$ cat src/rtl/cfg_ctrl_pkg.sv
package cfg_ctrl_pkg;

   localparam int NCAUSE    = 4;
   localparam int CAUSE_WD  = 0;
   localparam int CAUSE_STS = 1;
   localparam int CAUSE_CRC = 2;
   localparam int CAUSE_CFG = 3;

   localparam logic [3:0] MSM_NONE     = 4'b0000;
   localparam logic [3:0] MSM_IMG0     = 4'b0010;
   localparam logic [3:0] MSM_IMG1_REV = 4'b0011;
   localparam logic [3:0] MSM_IMG1     = 4'b0100;
   localparam logic [3:0] MSM_IMG0_REV = 4'b0101;

   typedef enum logic [1:0] {
      PH_BOOT = 2'd0,
      PH_LOAD = 2'd1,
      PH_USER = 2'd2,
      PH_HALT = 2'd3
   } phase_e;

   function automatic logic [3:0] msm_code(input logic img, input logic rev);
      if (img) return rev ? MSM_IMG1_REV : MSM_IMG1;
      else     return rev ? MSM_IMG0_REV : MSM_IMG0;
   endfunction

endpackage

$ cat src/rtl/cfg_wdog.sv
module cfg_wdog #(
   parameter int          HI_W   = 12,
   parameter int          LO_W   = 17,
   parameter int unsigned HI_VAL = 4095,
   parameter bit          ENABLE = 1'b1
) (
   input  logic clk,
   input  logic rst_n,
   input  logic run_i,
   input  logic kick_n_i,
   output logic tmo_o
);
   localparam int CW = HI_W + LO_W;
   localparam logic [CW-1:0] LIMIT = CW'(HI_VAL) << LO_W;
   localparam logic [CW-1:0] LAST  = LIMIT - CW'(1);

   generate
      if (ENABLE) begin : g_on
         logic [CW-1:0] cnt_q;
         logic          kick_q;
         logic          tmo_q;
         logic          kick_fall;

         assign kick_fall = kick_q & ~kick_n_i;

         always_ff @(posedge clk or negedge rst_n) begin
            if (!rst_n) begin
               cnt_q  <= '0;
               kick_q <= 1'b1;
               tmo_q  <= 1'b0;
            end else begin
               kick_q <= kick_n_i;
               tmo_q  <= run_i && !kick_fall && (cnt_q == LAST);
               if (!run_i || kick_fall) cnt_q <= '0;
               else                     cnt_q <= cnt_q + CW'(1);
            end
         end
         assign tmo_o = tmo_q;
      end else begin : g_off
         assign tmo_o = 1'b0;
      end
   endgenerate
endmodule

$ cat src/rtl/cfg_cause_rec.sv
module cfg_cause_rec
   import cfg_ctrl_pkg::*;
#(
   parameter int NC = NCAUSE,
   parameter int SW = 4
) (
   input  logic          clk,
   input  logic          rst_n,
   input  logic          evt_i,
   input  logic [NC-1:0] raw_i,
   input  logic [SW-1:0] state_i,
   output logic [NC-1:0] top_o,
   output logic [NC-1:0] cause_o,
   output logic [SW-1:0] state_o
);
   logic [NC-1:0] cause_q;
   logic [SW-1:0] st_q;

   always_comb begin
      top_o = '0;
      for (int i = NC - 1; i >= 0; i--) begin
         if (raw_i[i] && (top_o == '0)) top_o[i] = 1'b1;
      end
   end

   always_ff @(posedge clk or negedge rst_n) begin
      if (!rst_n) begin
         cause_q <= '0;
         st_q    <= '0;
      end else if (evt_i) begin
         cause_q <= top_o;
         st_q    <= state_i;
      end
   end

   assign cause_o = cause_q;
   assign state_o = st_q;
endmodule

$ cat src/rtl/cfg_img_sel.sv
module cfg_img_sel #(
   parameter bit IMG0_ONLY = 1'b0
) (
   input  logic pin_i,
   input  logic ovr_en_i,
   input  logic ovr_sel_i,
   output logic boot_img_o,
   output logic rcfg_img_o
);
   generate
      if (IMG0_ONLY) begin : g_fixed
         logic unused_in;
         assign unused_in  = pin_i ^ ovr_en_i ^ ovr_sel_i;
         assign boot_img_o = 1'b0;
         assign rcfg_img_o = 1'b0;
      end else begin : g_pick
         assign boot_img_o = pin_i;
         assign rcfg_img_o = ovr_en_i ? ovr_sel_i : pin_i;
      end
   endgenerate
endmodule

$ cat src/rtl/dual_img_cfg_ctrl.sv
module dual_img_cfg_ctrl
   import cfg_ctrl_pkg::*;
#(
   parameter bit          WD_EN        = 1'b1,
   parameter int          WD_HI_W      = 12,
   parameter int          WD_LO_W      = 17,
   parameter int unsigned WD_HI_VAL    = 4095,
   parameter bit          AUTO_RESTART = 1'b0,
   parameter bit          IMG0_ONLY    = 1'b0
) (
   input  logic       clk,
   input  logic       rst_n,
   input  logic       sel_pin_i,
   input  logic       ovr_en_i,
   input  logic       ovr_sel_i,
   input  logic       ext_cfg_n_i,
   input  logic       ext_sts_n_i,
   input  logic       usr_cfg_n_i,
   input  logic       wd_kick_n_i,
   input  logic       load_done_i,
   input  logic       crc_err_i,
   output logic       load_req_o,
   output logic       load_img_o,
   output logic       user_mode_o,
   output logic       halted_o,
   output logic       wd_timeout_o,
   output logic [3:0] state_o,
   output logic [3:0] prev_cause_o,
   output logic [3:0] prev_state_o
);
   localparam int WD_W = WD_HI_W + WD_LO_W;

   initial begin
      chk_wd_width : assert (WD_HI_W > 0 && WD_LO_W >= 0 && WD_W <= 32)
         else $fatal(1, "watchdog width out of range");
      chk_wd_val : assert (WD_HI_VAL > 0 && WD_HI_VAL < (64'd1 << WD_HI_W))
         else $fatal(1, "watchdog value does not fit its field");
   end

   phase_e      ph_q, n_ph;
   logic        img_q, n_img;
   logic [3:0]  msm_q, n_msm;
   logic        rev_q, n_rev;
   logic        clr_q, n_clr;
   logic        evt, err, rcfg;
   logic        wd_tmo;
   logic        boot_img, rcfg_img;
   logic [NCAUSE-1:0] rec_raw, rec_top;

   cfg_img_sel #(.IMG0_ONLY(IMG0_ONLY)) u_sel (
      .pin_i     (sel_pin_i),
      .ovr_en_i  (ovr_en_i),
      .ovr_sel_i (ovr_sel_i),
      .boot_img_o(boot_img),
      .rcfg_img_o(rcfg_img)
   );

   cfg_wdog #(
      .HI_W  (WD_HI_W),
      .LO_W  (WD_LO_W),
      .HI_VAL(WD_HI_VAL),
      .ENABLE(WD_EN)
   ) u_wdog (
      .clk     (clk),
      .rst_n   (rst_n),
      .run_i   (ph_q == PH_USER),
      .kick_n_i(wd_kick_n_i),
      .tmo_o   (wd_tmo)
   );

   always_comb begin
      rec_raw = '0;
      if (ph_q == PH_USER) begin
         rec_raw[CAUSE_CFG] = ~ext_cfg_n_i;
         rec_raw[CAUSE_CRC] = crc_err_i;
         rec_raw[CAUSE_STS] = ~ext_sts_n_i;
         rec_raw[CAUSE_WD]  = wd_tmo;
      end else if (ph_q == PH_LOAD) begin
         rec_raw[CAUSE_CRC] = crc_err_i;
      end
   end

   cfg_cause_rec #(.NC(NCAUSE), .SW(4)) u_rec (
      .clk    (clk),
      .rst_n  (rst_n),
      .evt_i  (evt),
      .raw_i  (rec_raw),
      .state_i(msm_q),
      .top_o  (rec_top),
      .cause_o(prev_cause_o),
      .state_o(prev_state_o)
   );

   always_comb begin
      n_ph  = ph_q;
      n_img = img_q;
      n_msm = msm_q;
      n_rev = rev_q;
      n_clr = clr_q;
      evt   = 1'b0;
      err   = 1'b0;
      rcfg  = 1'b0;
      unique case (ph_q)
         PH_BOOT: begin
            n_img = boot_img;
            n_msm = msm_code(boot_img, 1'b0);
            n_rev = 1'b0;
            n_clr = 1'b0;
            n_ph  = PH_LOAD;
         end
         PH_LOAD: begin
            if (crc_err_i) begin
               evt = 1'b1;
               err = 1'b1;
            end else if (load_done_i) begin
               n_ph = PH_USER;
               if (clr_q) begin
                  n_rev = 1'b0;
                  n_clr = 1'b0;
               end
            end
         end
         PH_USER: begin
            if ((|rec_raw) || !usr_cfg_n_i) begin
               evt = 1'b1;
               if (rec_top[CAUSE_CRC] || rec_top[CAUSE_WD]) err  = 1'b1;
               else                                         rcfg = 1'b1;
            end
         end
         PH_HALT: begin
            if (!ext_cfg_n_i || !ext_sts_n_i || !usr_cfg_n_i || (AUTO_RESTART != 1'b0))
               rcfg = 1'b1;
         end
         default: n_ph = PH_BOOT;
      endcase

      if (err) begin
         if (!rev_q && (IMG0_ONLY == 1'b0)) begin
            n_img = ~img_q;
            n_msm = msm_code(~img_q, 1'b1);
            n_rev = 1'b1;
            n_clr = 1'b0;
            n_ph  = PH_LOAD;
         end else begin
            n_ph  = PH_HALT;
         end
      end
      if (rcfg) begin
         n_img = rcfg_img;
         n_msm = msm_code(rcfg_img, 1'b0);
         n_clr = 1'b1;
         n_ph  = PH_LOAD;
      end
   end

   always_ff @(posedge clk or negedge rst_n) begin
      if (!rst_n) begin
         ph_q  <= PH_BOOT;
         img_q <= 1'b0;
         msm_q <= MSM_NONE;
         rev_q <= 1'b0;
         clr_q <= 1'b0;
      end else begin
         ph_q  <= n_ph;
         img_q <= n_img;
         msm_q <= n_msm;
         rev_q <= n_rev;
         clr_q <= n_clr;
      end
   end

   assign load_req_o   = (ph_q == PH_LOAD);
   assign load_img_o   = img_q;
   assign user_mode_o  = (ph_q == PH_USER);
   assign halted_o     = (ph_q == PH_HALT);
   assign wd_timeout_o = wd_tmo;
   assign state_o      = msm_q;
endmodule

$ cat config.mk
export PLATFORM = sky130hd
export DESIGN_NAME = dual_img_cfg_ctrl
export DESIGN_NICKNAME = d
export VERILOG_FILES = /design/src/rtl/cfg_ctrl_pkg.sv /design/src/rtl/cfg_wdog.sv /design/src/rtl/cfg_cause_rec.sv /design/src/rtl/cfg_img_sel.sv /design/src/rtl/dual_img_cfg_ctrl.sv
export SDC_FILE = /design/constraint.sdc
export NUM_CORES = 1
export LEC_CHECK = 0
export CORE_MARGIN = 2
export CORE_UTILIZATION = 40
export CTS_BUF_LIST = sky130_fd_sc_hd__clkbuf_4
export DETAILED_ROUTE_END_ITERATION = 16
export DONT_BUFFER_PORTS = 1
export HOLD_SLACK_MARGIN = 0.1
export MAX_ROUTING_LAYER = met4
export RECOVER_POWER = 25
export SETUP_SLACK_MARGIN = 0.5
export SLEW_MARGIN = 20
export SYNTH_ARGS = -nofsm -noshare
export SYNTH_HDL_FRONTEND = slang
export SYNTH_SLANG_ARGS = --single-unit
$ cat constraint.sdc
create_clock -name clk -period 2.24 [get_ports clk]
set_input_delay 0.224 -clock clk [delete_from_list [all_inputs] [get_ports clk]]
set_output_delay 0.224 -clock clk [all_outputs]
set_load 0.03 [all_outputs]
# --- Yosys cells after proc, flatten, opt, wreduce, memory -nomap -nowiden ---
# Cells that the tools add are included.
totals:
  elab_cells: 93
  output_inout_bits: 17
  in_bits: 11
  register_bits: 48
classes:
  n_reduce_logical: 21
  n_addsub: 1
  n_bitwise: 6
  muxes: 49
  n_eq_ne: 6
op_table:
  columns: ["operator", "count"]
  rows:
  - ["$add A29 B1 Y29 const B", 1]
  - ["$eq A29 B29 Y1 const B", 1]
  - ["$mux W1", 29]
  - ["$mux W29", 1]
  - ["$mux W4", 4]
  - ["$mux W2", 6]
  - ["$pmux W1 S2", 5]
  - ["$mux W3", 3]
  - ["$ne A4 B2 Y1 const B", 2]
  - ["$logic_and A1 B1 Y1", 5]
  - ["$logic_not A1 Y1", 5]
  - ["$logic_or A1 B1 Y1", 5]
  - ["$not A1 Y1", 5]
  - ["$eq A2 B2 Y1 const B", 2]
  - ["$logic_not A2 Y1", 2]
  - ["$pmux W2 S2", 1]
  - ["$reduce_bool A4 Y1", 1]
  - ["$reduce_or A4 Y1", 1]
  - ["$logic_not A3 Y1", 1]
  - ["$reduce_and A3 Y1", 1]
  - ["$eq A2 B1 Y1 const B", 1]
  - ["$and A1 B1 Y1", 1]

# --- Depth between registers and ports, before layout ---
# Gate-level depths: netlist (run 1).
depth:
  depth_word: 18
  ltp_mapped: 8
  depth_no_buf: 6

# --- Cells and area by module ---
# Synthesis (run 1) repeated with hierarchy kept, for this count alone.
unflattened:
  cells_unflattened: 248
  area_unflattened_um2: 2552.4
by_module_without_submodules:
  columns: ["module", "area_per_inst_um2", "seq_area_each_um2", "cells_each", "instances"]
  rows:
  - ["cfg_wdog", 1585.3, 777.0, 159, 1]
  - ["dual_img_cfg_ctrl", 599.3, 225.2, 66, 1]
  - ["cfg_cause_rec", 345.3, 200.2, 21, 1]
  - ["cfg_img_sel", 22.5, 0.0, 2, 1]

# --- Least setup slack after synthesis (run 1) ---
# No wires, ideal clock.
synth_path:
  kind: "register to register"
  startpoint: "register ph_q[0]"
  endpoint: "register img_q (netlist: load_img_o)"
  path_buffers: 2
  stages_incl_launch_ff: 9
  setup_ns: 0.079
  slack_ns: 0.094
  synth_period_minus_slack_ns: 2.146
  t_arrival_ns: 2.067
  required_ns: 2.161
  cell_sequence: "dfrtp_1 inv_1 ha_1 clkbuf_1 a22o_1 and4b_1 clkbuf_1 mux2_1 mux2i_1"
synth_between:
  elab_chain_cells: 18
  word_cells_on_any_way: 31
  classes_between: "eq/ne (3); mux (18); bitwise (1); reduce/logical (9)"
synth_lines:
  columns: ["item", "line_no", "source"]
  rows:
  - ["from (decl)", "dual_img_cfg_ctrl.sv:40", "phase_e ph_q, n_ph;"]
  - ["from (signal assigned)", "dual_img_cfg_ctrl.sv:164", "ph_q <= n_ph;"]
  - ["$eq A2 B2 Y1 *", null, null]
  - ["net user_mode_o", "dual_img_cfg_ctrl.sv:24", "output logic user_mode_o,"]
  - ["$mux W1", "dual_img_cfg_ctrl.sv:73", "if (ph_q == PH_USER) begin"]
  - ["$mux W1", "cfg_cause_rec.sv:22", "if (raw_i[i] && (top_o == '0)) top_o[i] = 1'b1;"]
  - ["$not A1 Y1", "cfg_cause_rec.sv:22", null]
  - ["$logic_and A1 B1 Y1", "cfg_cause_rec.sv:22", null]
  - ["$mux W1", "cfg_cause_rec.sv:22", null]
  - ["$logic_not A2 Y1", "cfg_cause_rec.sv:22", null]
  - ["(+4 left out)", null, null]
  - ["$mux W1", "cfg_cause_rec.sv:22", null]
  - ["$logic_or A1 B1 Y1", "dual_img_cfg_ctrl.sv:126", "if (rec_top[CAUSE_CRC] || rec_top[CAUSE_WD]) err = 1'b1;"]
  - ["$mux W1", "dual_img_cfg_ctrl.sv:126", null]
  - ["$mux W1", "dual_img_cfg_ctrl.sv:124", "if ((|rec_raw) || !usr_cfg_n_i) begin"]
  - ["$pmux W1 S2", "dual_img_cfg_ctrl.sv:103", "unique case (ph_q)"]
  - ["$mux W1", "dual_img_cfg_ctrl.sv:137", "if (err) begin"]
  - ["$mux W1 *", "dual_img_cfg_ctrl.sv:148", "if (rcfg) begin"]
  - ["net n_img", "dual_img_cfg_ctrl.sv:41", "logic img_q, n_img;"]
  - ["to (signal assigned)", "dual_img_cfg_ctrl.sv:165", "img_q <= n_img;"]
  - ["to (decl)", "dual_img_cfg_ctrl.sv:41", null]
# Mark *: on every way through the listed nets, which the timed path passes. The rest lies on a longest branch.
# A chain may end at the register's enable or synchronous reset.

# --- Worst setup path in the final report (run 1) ---
layout_path:
  startpoint: "register u_wdog.g_on.cnt_q[0]"
  endpoint: "register u_wdog.g_on.cnt_q[28]"
layout_between:
  elab_chain_cells: 2
layout_lines:
  columns: ["item", "line_no", "source"]
  rows:
  - ["from (decl)", "cfg_wdog.sv:19", "logic [CW-1:0] cnt_q;"]
  - ["from (signal assigned)", "cfg_wdog.sv:35", "else cnt_q <= cnt_q + CW'(1);"]
  - ["$add A29 B1 Y29", "cfg_wdog.sv:35", null]
  - ["$mux W29", "cfg_wdog.sv:34", "if (!run_i || kick_fall) cnt_q <= '0;"]
# No other way between the ends.

==> results.py, run 1 <==
metrics = {
    "run_status": {
        "outcome": "completed",
    },
    "cts": {
        "root_buffer": "clkbuf_4",
        "cts_tree": "built",
        "clockBufferDepth": 2,
        "cts_buffers": 5,
        "clock_latency_ns": 0.37,
        "htree_levels": 2,
        "clkTransAtPathRegs_ns": 0.14,
        "cts_sinks": 48,
    },
    "cells_and_area": {
        "final_common_cell": "dfrtp_1",
        "multi_input_area_mm2": 0.00129,
        "diodes": 0,
        "register_area_mm2": 0.00120,
        "drive_gt1_frac": 0.283,
        "layoutNonFillerInstCount": 358,
        "layout_common_cells": "dfrtp_1 (47), buf_4 (33), nand2_1 (16), nor2_1 (16), a21oi_1 (15)",
        "num-fill-cells": 538,
        "syn2layout_area_growth_pct": 22.8,
        "finalNetCount": 298,
    },
    "worst_setup_path": {
        "slowest_delay_ns": 0.52,
        "cp_max_fo": 4,
        "regToRegStartpoint": "u_wdog.g_on.cnt_q[0]",
        "critPathKind": "reg2reg",
        "timing.critical_path.from": "u_wdog.g_on.cnt_q[0]",
        "r2r_setup_slack_ns": 0.34,
        "start_kind": "flip-flop",
        "cp_cell_sequence": "ha_4 -> nand4_1 -> or4_4 -> or4_1 -> a21oi_1",
        "rr_worst_depth": 5,
        "endpoint_kind": "flip-flop",
        "critPathRequiredTime_ns": 2.55,
        "r2r-end": "u_wdog.g_on.cnt_q[28]",
        "worst-endpoint-arrival_ns": 2.21,
        "crit_slowest_cell": "or4_1",
    },
    "global_routing": {
        "use_met1": 0.227,
        "antenna_found_initial": 0,
        "grt_remaining_overflow": 0,
        "busiest_layer": "met2",
        "grt_pass1_wl_mm": 8.76,
        "first_global_vias": 1859,
        "grt_util_met2": 0.267,
        "grt_util_met3": 0.0293,
        "grt_max_degree": 49,
        "grt_usage": 0.172,
    },
    "sta": {
        "hold_viol": 0,
        "timing.final.ws_setup_ns": 0.345,
        "slew_headroom": 0.208,
        "period_needed_ns": 1.90,
        "whs_ns": 0.125,
        "fin_setup_tns_ns": 0,
        "grt_setup_unrepaired": "true",
        "skew_ns": 0.0106,
        "timing.final.crit_share": 0.846,
        "clock.fmax_mhz": 528,
        "worstMarginPinSlew_ns": 1.19,
        "setup_viol": 0,
        "drv_slew": 0,
    },
    "logic_synthesis": {
        "syn_nets": 260,
        "ys_seq_elements": 48,
        "synthFlopType": "dfrtp_1",
        "ys_types": 46,
        "synth.yosys.seq_area_share": 0.488,
        "syn_inst": 244,
        "syn_avg_cell_area_um2": 10.1,
        "yosysWarnings": 0,
        "ys_async_sr_fraction": 1.00,
        "syn-cell-area_mm2": 0.00246,
        "synth_edf_count": 0,
    },
    "placement": {
        "dp.cells": 315,
        "portBuffers": 0,
        "hpwl_mm": 3.34,
        "place_congestion": 0.750,
        "dp_slack_ns": 0.114,
    },
    "power_and_ir_drop": {
        "combPwrFrac": 0.310,
        "vdd_drop_max_v": 0.000482,
        "p_leak_nw": 1.24,
        "switching_share": 0.370,
        "power_density_mw_per_mm2": 838,
        "p_clk_frac": 0.200,
        "seq_power_share": 0.489,
        "intPower_mw": 1.60,
        "switchingPower_uw": 938,
    },
    "floorplanning": {
        "die-area_mm2": 0.00680,
        "start_util": 0.416,
        "core_area_mm2": 0.00592,
        "die-width_um": 82.5,
        "rows": 28,
        "die_h_um": 82.5,
        "ios": 28,
    },
    "min_path": {
        "whs_path_depth": 2,
        "holdCritStartpoint": "sel_pin_i",
        "min_to": "state_o[2]",
        "hold_class": "in2reg",
    },
    "drt": {
        "drtIter0Drc": 88,
        "drc": 0,
        "vias": 1948,
        "vias_per_cell": 5.44,
        "drt_pass1_iterations": 4,
        "wl_mm": 5.40,
        "ant_nets": 0,
        "wire_per_inst_um": 15.1,
    },
    "flow_run": {
        "cap_viol_max_count": 0,
    },
}
through the flow:
step / cell area [um^2] / util / power [mW]
floorplan: 2520 / - / 1.75
global placement: 2580 / 0.436 / 1.88
detailed placement: 2580 / 0.436 / 1.89
CTS: 2950 / 0.499 / 2.52
global route: 3020 / 0.511 / 2.68
finish: 3020 / 0.511 / 2.53
logic make-up after synthesis:
logic type / count (synthesis) / synth area share
flip-flops: 48 / 0.488
adder cells (fa/ha/maj): 5 / 0.0254
XOR/XNOR: 11 / 0.0391
buffers and inverters: 21 / 0.0351
AO/OA/AOI/OAI: 46 / 0.112
multiplexers: 17 / 0.0742
AND/OR/NAND/NOR: 96 / 0.226
layout make-up:
class / instances / share of cell area
clock buffer: 5 / 0.0124
clock inverter: 3 / 0.0124
inverter: 11 / 0.0137
multi-input combinational: 175 / 0.427
sequential: 48 / 0.398
tap: 75 / 0.0310
timing repair buffer: 41 / 0.106
flip-flops by register name, summed over array words and instances, names as in the netlist:
name                count
u_rec.cause_o           4
clr_q                   1
load_img_o              1
ph_q                    2
u_wdog.g_on.cnt_q      29
state_o                 4
u_rec.state_o           4
u_wdog.g_on.kick_q      1
rev_q                   1
u_wdog.tmo_o            1
power by group through the flow:
| stage | combinational, mW | sequential [mW] | clock (mW) |
|---|---|---|---|
| detailed placement | 0.628 | 1.26 | 0 |
| CTS | 0.744 | 1.24 | 0.530 |
| global placement | 0.624 | 1.26 | 0 |
| global route | 0.864 | 1.26 | 0.561 |
| finish | 0.786 | 1.24 | 0.508 |
| floorplan | 0.523 | 1.23 | 0 |
Yosys cell counts, types with 2 or more instances:
master,count,area share
nand3_1,8,0.016
o21ai_0,3,0.0061
o211ai_1,3,0.0091
xnor2_1,6,0.021
mux2i_1,7,0.028
nor2b_1,2,0.0051
clkbuf_1,9,0.014
ha_1,5,0.025
nand4_1,8,0.020
o31ai_1,7,0.021
inv_1,11,0.017
and3_1,2,0.0051
dfrtp_1,47,0.48
or4_1,12,0.037
nand2_1,18,0.027
o21a_1,2,0.0061
mux2_2,9,0.041
nand2b_1,2,0.0051
nand3b_1,3,0.0091
or3_1,7,0.018
nor4_1,2,0.0051
nor3_1,4,0.0081
xor2_1,5,0.018
nor2_1,16,0.024
and4_1,2,0.0071
a21oi_1,18,0.037
nand4b_1,2,0.0071
o21ai_1,6,0.012
worst max-delay path, delay by kind of cell (launching register included):
family	cells	cell delay [ns]
compound gates	1	0.15
fa+ha+maj	1	0.16
flops	1	0.42
simple gates	3	1.12
metal layers:
| layer | share of wire | wire length (um) | up-vias |
|---|---|---|---|
| li1 | - | - | 971 |
| met1 | 0.47 | 2510 | 954 |
| met2 | 0.49 | 2670 | 16 |
| met3 | 0.025 | 135 | 7 |
| met4 | 0.015 | 82 | 0 |
| met5 | 0 | 0 | - |
worst max-delay path by stage:
stage                     slack, ns                     to
final                          0.34  u_wdog.g_on.cnt_q[28]
after global routing           0.28  u_wdog.g_on.cnt_q[28]
after CTS                      0.33  u_wdog.g_on.cnt_q[28]
after detailed placement       0.11  u_wdog.g_on.cnt_q[28]
after global placement         0.17  u_wdog.g_on.cnt_q[28]
after floorplan                0.38  u_wdog.g_on.cnt_q[27]
timing repair:
action / in CTS / in global routing
hold endpoints to repair: 50 / 0
resized for setup: 10 / 13
buffers inserted: 26 / 5
pin swaps: 13 / 8
endpoints found under the setup margin: 26 / 28
hold buffers: 4 / 0
(Power assumes the default switching activity.)
==> inputs of run 2 (changes only) <==
- clock period: 2.24 -> 1.54 ns (I/O delays scaled with it)
==> run 2 against run 1 <==
Against the previous run: the flow now finishes with violations (negative hold slack, negative setup slack); total power grew 85%; utilization grew 17 points; fmax shrank 2.1%; register-to-register slack lost 0.74 ns; global-route usage grew 3.9 points; sequential power grew 46%; critical path depth grew 1; sequential cell count is the same; setup slack lost 0.74 ns; via count grew 18%; first-iteration DRC count grew 150%; clock skew grew 0.0096 ns; largest cell class unchanged; largest power group is now combinational cells.
==> results.py, run 2 (synthesized netlist as in run 1, its figures left out) <==
metrics = {
    "sta": {
        "timing.final.ws_setup_ns": -0.396,
        "hold_viol": 48,
        "slew_headroom": 0.790,
        "drv_slew": 0,
        "grt_setup_unrepaired": "true",
        "timing.final.crit_share": 1.26,
        "period_needed_ns": 1.94,
        "clock.fmax_mhz": 517,
        "skew_ns": 0.0202,
        "setup_viol": 36,
        "worstMarginPinSlew_ns": 0.306,
        "fin_setup_tns_ns": -6.89,
        "whs_ns": -0.552,
    },
    "drt": {
        "drc": 0,
        "drt_pass1_iterations": 4,
        "ant_nets": 0,
        "wl_mm": 7.30,
        "vias": 2302,
        "wire_per_inst_um": 17.5,
        "vias_per_cell": 5.51,
        "drtIter0Drc": 217,
    },
    "worst_setup_path": {
        "critPathKind": "reg2reg",
        "worst-endpoint-arrival_ns": 2.23,
        "path_buf_inv": 1,
        "cp_cell_sequence": "ha_2 -> nand4_1 -> or4_4 -> buf_4 -> or3_4 -> a21oi_2",
        "start_kind": "flip-flop",
        "endpoint_kind": "flip-flop",
        "crit_slowest_cell": "or4_4",
        "cp_max_fo": 4,
        "critPathRequiredTime_ns": 1.84,
        "slowest_delay_ns": 0.47,
        "path_delay_family": "simple AND/OR/NAND/NOR gates",
    },
    "cells_and_area": {
        "layoutNonFillerInstCount": 418,
        "syn2layout_area_growth_pct": 63.0,
        "postLayoutCellArea_mm2": 0.00401,
        "drive_gt1_frac": 0.554,
        "top_register": "u_wdog.g_on.cnt_q",
        "diodes": 0,
        "largest_reg_flops": 29,
        "layout_common_cells": "buf_4 (55), dfrtp_1 (34), buf_6 (30)",
        "num-fill-cells": 429,
        "final_common_cell": "buf_4",
        "finalNetCount": 358,
    },
    "placement": {
        "portBuffers": 0,
        "dpl_cell_area_mm2": 0.00300,
        "place_congestion": 0.800,
        "hpwl_mm": 3.92,
        "dp.cells": 362,
        "dp_slack_ns": -0.385,
    },
    "cts": {
        "root_buffer": "clkbuf_4",
        "cts_sinks": 48,
        "hold_buffers": 8,
        "clockBufferDepth": 2,
        "cts_buffers": 5,
        "clock_latency_ns": 0.37,
        "clkTransAtPathRegs_ns": 0.15,
        "cts_tree": "built",
        "htree_levels": 2,
    },
    "power_and_ir_drop": {
        "p_leak_nw": 1.69,
        "vdd_drop_max_v": 0.00116,
        "power_density_mw_per_mm2": 1170,
    },
    "global_routing": {
        "antenna_found_initial": 0,
        "first_global_vias": 2223,
        "grt_usage": 0.212,
        "use_met1": 0.277,
        "grt_util_met3": 0.0402,
        "grt_util_met2": 0.342,
        "busiest_layer": "met2",
        "grt_max_degree": 49,
        "grt_pass1_wl_mm": 10.6,
        "grt_remaining_overflow": 0,
    },
    "floorplanning": {
        "start_util": 0.416,
        "core_area_mm2": 0.00592,
        "die_h_um": 82.5,
        "ios": 28,
        "rows": 28,
        "die-width_um": 82.5,
        "die-area_mm2": 0.00680,
    },
    "run_status": {
        "failed_checks": "negative hold slack, negative setup slack",
        "outcome": "finished, violations left",
    },
    "min_path": {
        "hold_class": "in2async",
    },
    "flow_run": {
        "cap_viol_max_count": 0,
    },
}
run 2: cell types whose count changed in the layout (fill, tap and decap cells not counted), moves of 7 or more:
cell,before,now
buf_6,3,30
buf_4,33,55
dfrtp_1,47,34
dfrtp_2,0,13
nor2_1,16,5
nor2_4,0,9
a21oi_1,15,7
a21oi_2,3,11
mux2_2,9,2
mux2_4,1,8
run 2: per-stage QoR:
step,hold WS [ns],util,power [mW]
after floorplan,-0.142,-,2.69
after global placement,-0.139,0.507,3.10
after detailed placement,-0.139,0.507,3.13
after CTS,-0.555,0.623,4.40
after global routing,-0.573,0.678,4.92
final,-0.552,0.678,4.70
run 2: layout make-up:
class / instances / area [um^2] / area share
clock buffers: 6 / 45.0 / 0.0112
clock inverters: 2 / 35.0 / 0.00873
inverters: 11 / 43.8 / 0.0109
multi-input cells: 176 / 1610 / 0.401
flip-flops and latches: 48 / 1220 / 0.304
well taps: 75 / 93.8 / 0.0234
repair buffers: 100 / 966 / 0.241
run 2: path summary, 6_finish.rpt:
kind | startpoint | to | slack [ns] | depth (start not counted)
max | u_wdog.g_on.cnt_q[0] | u_wdog.g_on.cnt_q[20] | -0.40 | 6
max in group asynchronous | rst_n | u_wdog.g_on.kick_q | 1.91 | 0
max reg2reg | u_wdog.g_on.cnt_q[0] | u_wdog.g_on.cnt_q[20] | -0.40 | 6
min in group clk | ext_cfg_n_i | ph_q[1] | 0.11 | 3
min | rst_n | u_wdog.g_on.cnt_q[17] | -0.55 | 0
min reg2reg | clr_q | clr_q | 0.54 | 2
run 2: power by group:
part	internal, mW	switching (mW)
sequential	1.45	0.360
clock	0.359	0.418
combinational	1.23	0.886
run 2: repair_timing:
action / CTS / global route
endpoints found under the setup margin: 64 / 64
resized for setup: 81 / 42
gates cloned: 4 / 1
setup buffers: 21 / 14
pin swaps: 22 / 20
endpoints found under the hold margin: 56 / 49
run 2: layer usage:
layer / up-vias / wire, um / part of all wire
li1: 1096 / - / -
met1: 1143 / 3140 / 0.43
met2: 57 / 3830 / 0.52
met3: 6 / 256 / 0.035
met4: 0 / 72 / 0.0099
met5: - / 0 / 0
==> inputs of run 3 (changes only) <==
- CORE_UTILIZATION: 40 -> 59
- PLACE_DENSITY: not set -> 0.78
==> run 3 against run 2 <==
Against the previous run: the run now fails in global routing; synthesized cell count unchanged; area after synthesis unchanged.
==> results.py, run 3 <==
metrics = {
    "cts": {
        "clockBufferDepth": 2,
        "htree_levels": 2,
        "root_buffer": "clkbuf_4",
        "cts_buffers": 5,
        "cts_sinks": 48,
    },
    "logic_synthesis": {
        "syn_inst": 244,
        "ys_async_sr_fraction": 1.00,
        "synth_edf_count": 0,
        "ys_seq_elements": 48,
        "ys_types": 46,
        "syn_avg_cell_area_um2": 10.1,
        "yosysWarnings": 0,
        "synth_top_area_frac": 0.478,
        "synth.yosys.seq_area_share": 0.488,
        "synth.most_common_cell": "dfrtp_1",
        "yosysTopAreaCell": "dfrtp_1",
        "syn-cell-area_mm2": 0.00246,
        "synthFlopType": "dfrtp_1",
        "synth_common_cells": "dfrtp_1 (47), a21oi_1 (18), nand2_1 (18)",
        "syn_nets": 260,
        "yosys-top-cells-area": "dfrtp_1 (48%), mux2_2 (4.1%), a21oi_1 (3.7%), or4_1 (3.7%), mux2i_1 (2.8%)",
    },
    "global_routing": {
        "antenna_found_initial": 0,
        "grt_max_degree": 49,
    },
    "floorplanning": {
        "ios": 28,
        "rows": 23,
        "die-width_um": 68.6,
        "die_h_um": 68.6,
        "start_util": 0.616,
    },
    "placement": {
        "dp_slack_ns": -0.408,
        "hpwl_mm": 3.85,
        "portBuffers": 0,
        "place_congestion": 0.845,
    },
    "run_status": {
        "error": "[ERROR DPL-0033] detailed placement checks failed during check placement.",
        "outcome": "stopped before the end",
        "haltStage": "global routing",
    },
    "sta": {
        "postGrtWorstEndpoint": "u_wdog.g_on.cnt_q[20]$_DFF_PN0_/D",
        "worst-ep-kind": "sequential cell input",
    },
}
-- run 3: cell counts after synthesis --
No cell type changed its count.
-- run 3: repair_timing --
item / CTS
setup endpoints to repair: 64
hold endpoints to repair: 59
resized for setup: 79
pin swaps: 29
hold buffers: 8
buffers inserted: 14
-- run 3: kinds of logic after synthesis --
logic type      Yosys count  synth area share
fa+ha+maj                 5            0.0254
flops                    48             0.488
buf+inv                  21            0.0351
simple gates             96             0.226
xor+xnor                 11            0.0391
mux                      17            0.0742
compound gates           46             0.112
-- run 3: through the flow --
stage | util | area (um^2) | cells
after CTS | 0.879 | 3520 | 367
after detailed placement | 0.739 | 2960 | 337
after global placement | 0.739 | 2960 | 337
after floorplan | - | 2580 | 244
==> inputs of run 4 (changes only) <==
- CORE_UTILIZATION: 59 -> 40
- CTS_BUF_LIST: sky130_fd_sc_hd__clkbuf_4 -> not set
- HOLD_SLACK_MARGIN: 0.1 -> not set
- MAX_ROUTING_LAYER: met4 -> not set
- PLACE_DENSITY: 0.78 -> not set
- PLACE_DENSITY_LB_ADDON: not set -> 0.15
- SETUP_SLACK_MARGIN: 0.5 -> not set
- clock period: 1.54 -> 2 ns (I/O delays scaled with it)
==> run 4 against run 3 <==
Against the previous run: the flow now finishes without violations.
==> results.py, run 4 (synthesized netlist as in run 1, its figures left out) <==
metrics = {
    "cells_and_area": {
        "syn2layout_area_growth_pct": 15.7,
        "drive_gt1_frac": 0.195,
        "final_common_cell": "dfrtp_1",
        "diodes": 0,
        "postLayoutCellArea_mm2": 0.00285,
        "finalNetCount": 281,
        "top_register": "u_wdog.g_on.cnt_q",
        "layoutNonFillerInstCount": 341,
        "layout_common_cells": "dfrtp_1 (47), buf_4 (19), nand2_1 (18)",
        "final_core_util": 0.481,
        "largest_reg_flops": 29,
    },
    "worst_setup_path": {
        "start_kind": "flip-flop",
        "critPathRequiredTime_ns": 2.23,
        "worst-endpoint-arrival_ns": 2.16,
        "critPathKind": "reg2reg",
        "cp_max_fo": 4,
        "endpoint_kind": "flip-flop",
    },
    "sta": {
        "whs_ns": 0.0795,
        "skew_ns": 0.00804,
        "clock.fmax_mhz": 519,
        "worstMarginPinSlew_ns": 1.20,
        "timing.final.ws_setup_ns": 0.0718,
        "grt_setup_unrepaired": "true",
        "timing.final.crit_share": 0.964,
        "hold_viol": 0,
        "slew_headroom": 0.198,
        "setup_viol": 0,
        "period_needed_ns": 1.93,
        "fin_setup_tns_ns": 0,
        "drv_slew": 0,
    },
    "floorplanning": {
        "die-area_mm2": 0.00680,
        "die_h_um": 82.5,
        "die-width_um": 82.5,
        "start_util": 0.416,
        "core_area_mm2": 0.00592,
        "rows": 28,
        "ios": 28,
    },
    "drt": {
        "vias_per_cell": 5.39,
        "dr_wl_met2_mm": 2.26,
        "drt_pass1_iterations": 4,
        "wl_met3_um": 157,
        "wl_mm": 5.06,
        "route.top_layer_used": "met4",
        "drt-met1-wl_mm": 2.59,
        "vias": 1838,
        "drtIter0Drc": 71,
        "ant_nets": 0,
        "drc": 0,
        "wire_per_inst_um": 14.8,
    },
    "global_routing": {
        "grt_usage": 0.158,
        "grt_pass1_wl_mm": 8.26,
        "antenna_found_initial": 0,
        "first_global_vias": 1769,
        "grt_max_degree": 49,
        "grt_remaining_overflow": 0,
    },
    "cts": {
        "cts_sinks": 48,
        "cts_buffers": 5,
        "cts_tree": "built",
        "root_buffer": "clkbuf_8",
        "htree_levels": 2,
        "clkTransAtPathRegs_ns": 0.09,
        "clockBufferDepth": 2,
        "clock_latency_ns": 0.30,
    },
    "placement": {
        "hpwl_mm": 3.45,
        "dp.cells": 325,
        "portBuffers": 0,
        "dp_slack_ns": 0.0457,
        "dpl_cell_area_mm2": 0.00264,
        "place_congestion": 0.748,
    },
    "flow_run": {
        "cap_viol_max_count": 0,
    },
    "power_and_ir_drop": {
        "power_density_mw_per_mm2": 998,
        "totalPowerFinal_mw": 2.84,
        "p_leak_nw": 1.16,
        "vdd_drop_max_v": 0.000590,
    },
    "run_status": {
        "outcome": "completed",
    },
    "min_path": {
        "hold_class": "in2reg",
    },
}
[run 4: layout make-up]
| class | instances | area [um^2] |
|---|---|---|
| multi-input cells | 175 | 1220 |
| clock inverters | 3 | 42.5 |
| fillers | 564 | 3070 |
| clock buffers | 5 | 68.8 |
| flip-flops and latches | 48 | 1200 |
| inverters | 11 | 41.3 |
| repair buffers | 24 | 184 |
| well taps | 75 | 93.8 |
[run 4: routing by layer]
metal	track usage	vias to the layer above
met2	0.232	25
met3	0.0348	7
met4	0.0467	0
met1	0.233	874
met5	0	-
li1	-	932
[run 4: path summary, 6_finish.rpt]
kind / start / end / slack (ns) / cells past startpoint
max: u_wdog.g_on.cnt_q[0] / u_wdog.g_on.cnt_q[28] / 0.07 / 5
min: ext_cfg_n_i / u_rec.cause_o[3] / 0.08 / 2
max reg2reg: u_wdog.g_on.cnt_q[0] / u_wdog.g_on.cnt_q[28] / 0.07 / 5
min reg2reg: rev_q / rev_q / 0.54 / 1
max in group asynchronous: rst_n / u_wdog.g_on.cnt_q[4] / 0.56 / 2
min in group asynchronous: rst_n / u_wdog.g_on.cnt_q[27] / 0.69 / 2
[run 4: what timing repair did]
item,CTS,global route
hold buffers,3,0
setup buffers,0,5
endpoints found under the hold margin,49,0
endpoints found under the setup margin,0,11
resized for setup,0,8
[run 4: worst max-delay path: stages (launching register included)]
cell,delay (ns)
dfrtp_1,0.43
ha_4,0.17
nand4_1,0.16
or4_4,0.46
or4_4,0.53
a21oi_2,0.12
[run 4: where the power goes]
group	internal (mW)	switching, mW
Sequential	1.10	0.279
Clock	0.370	0.327
Combinational	0.357	0.410
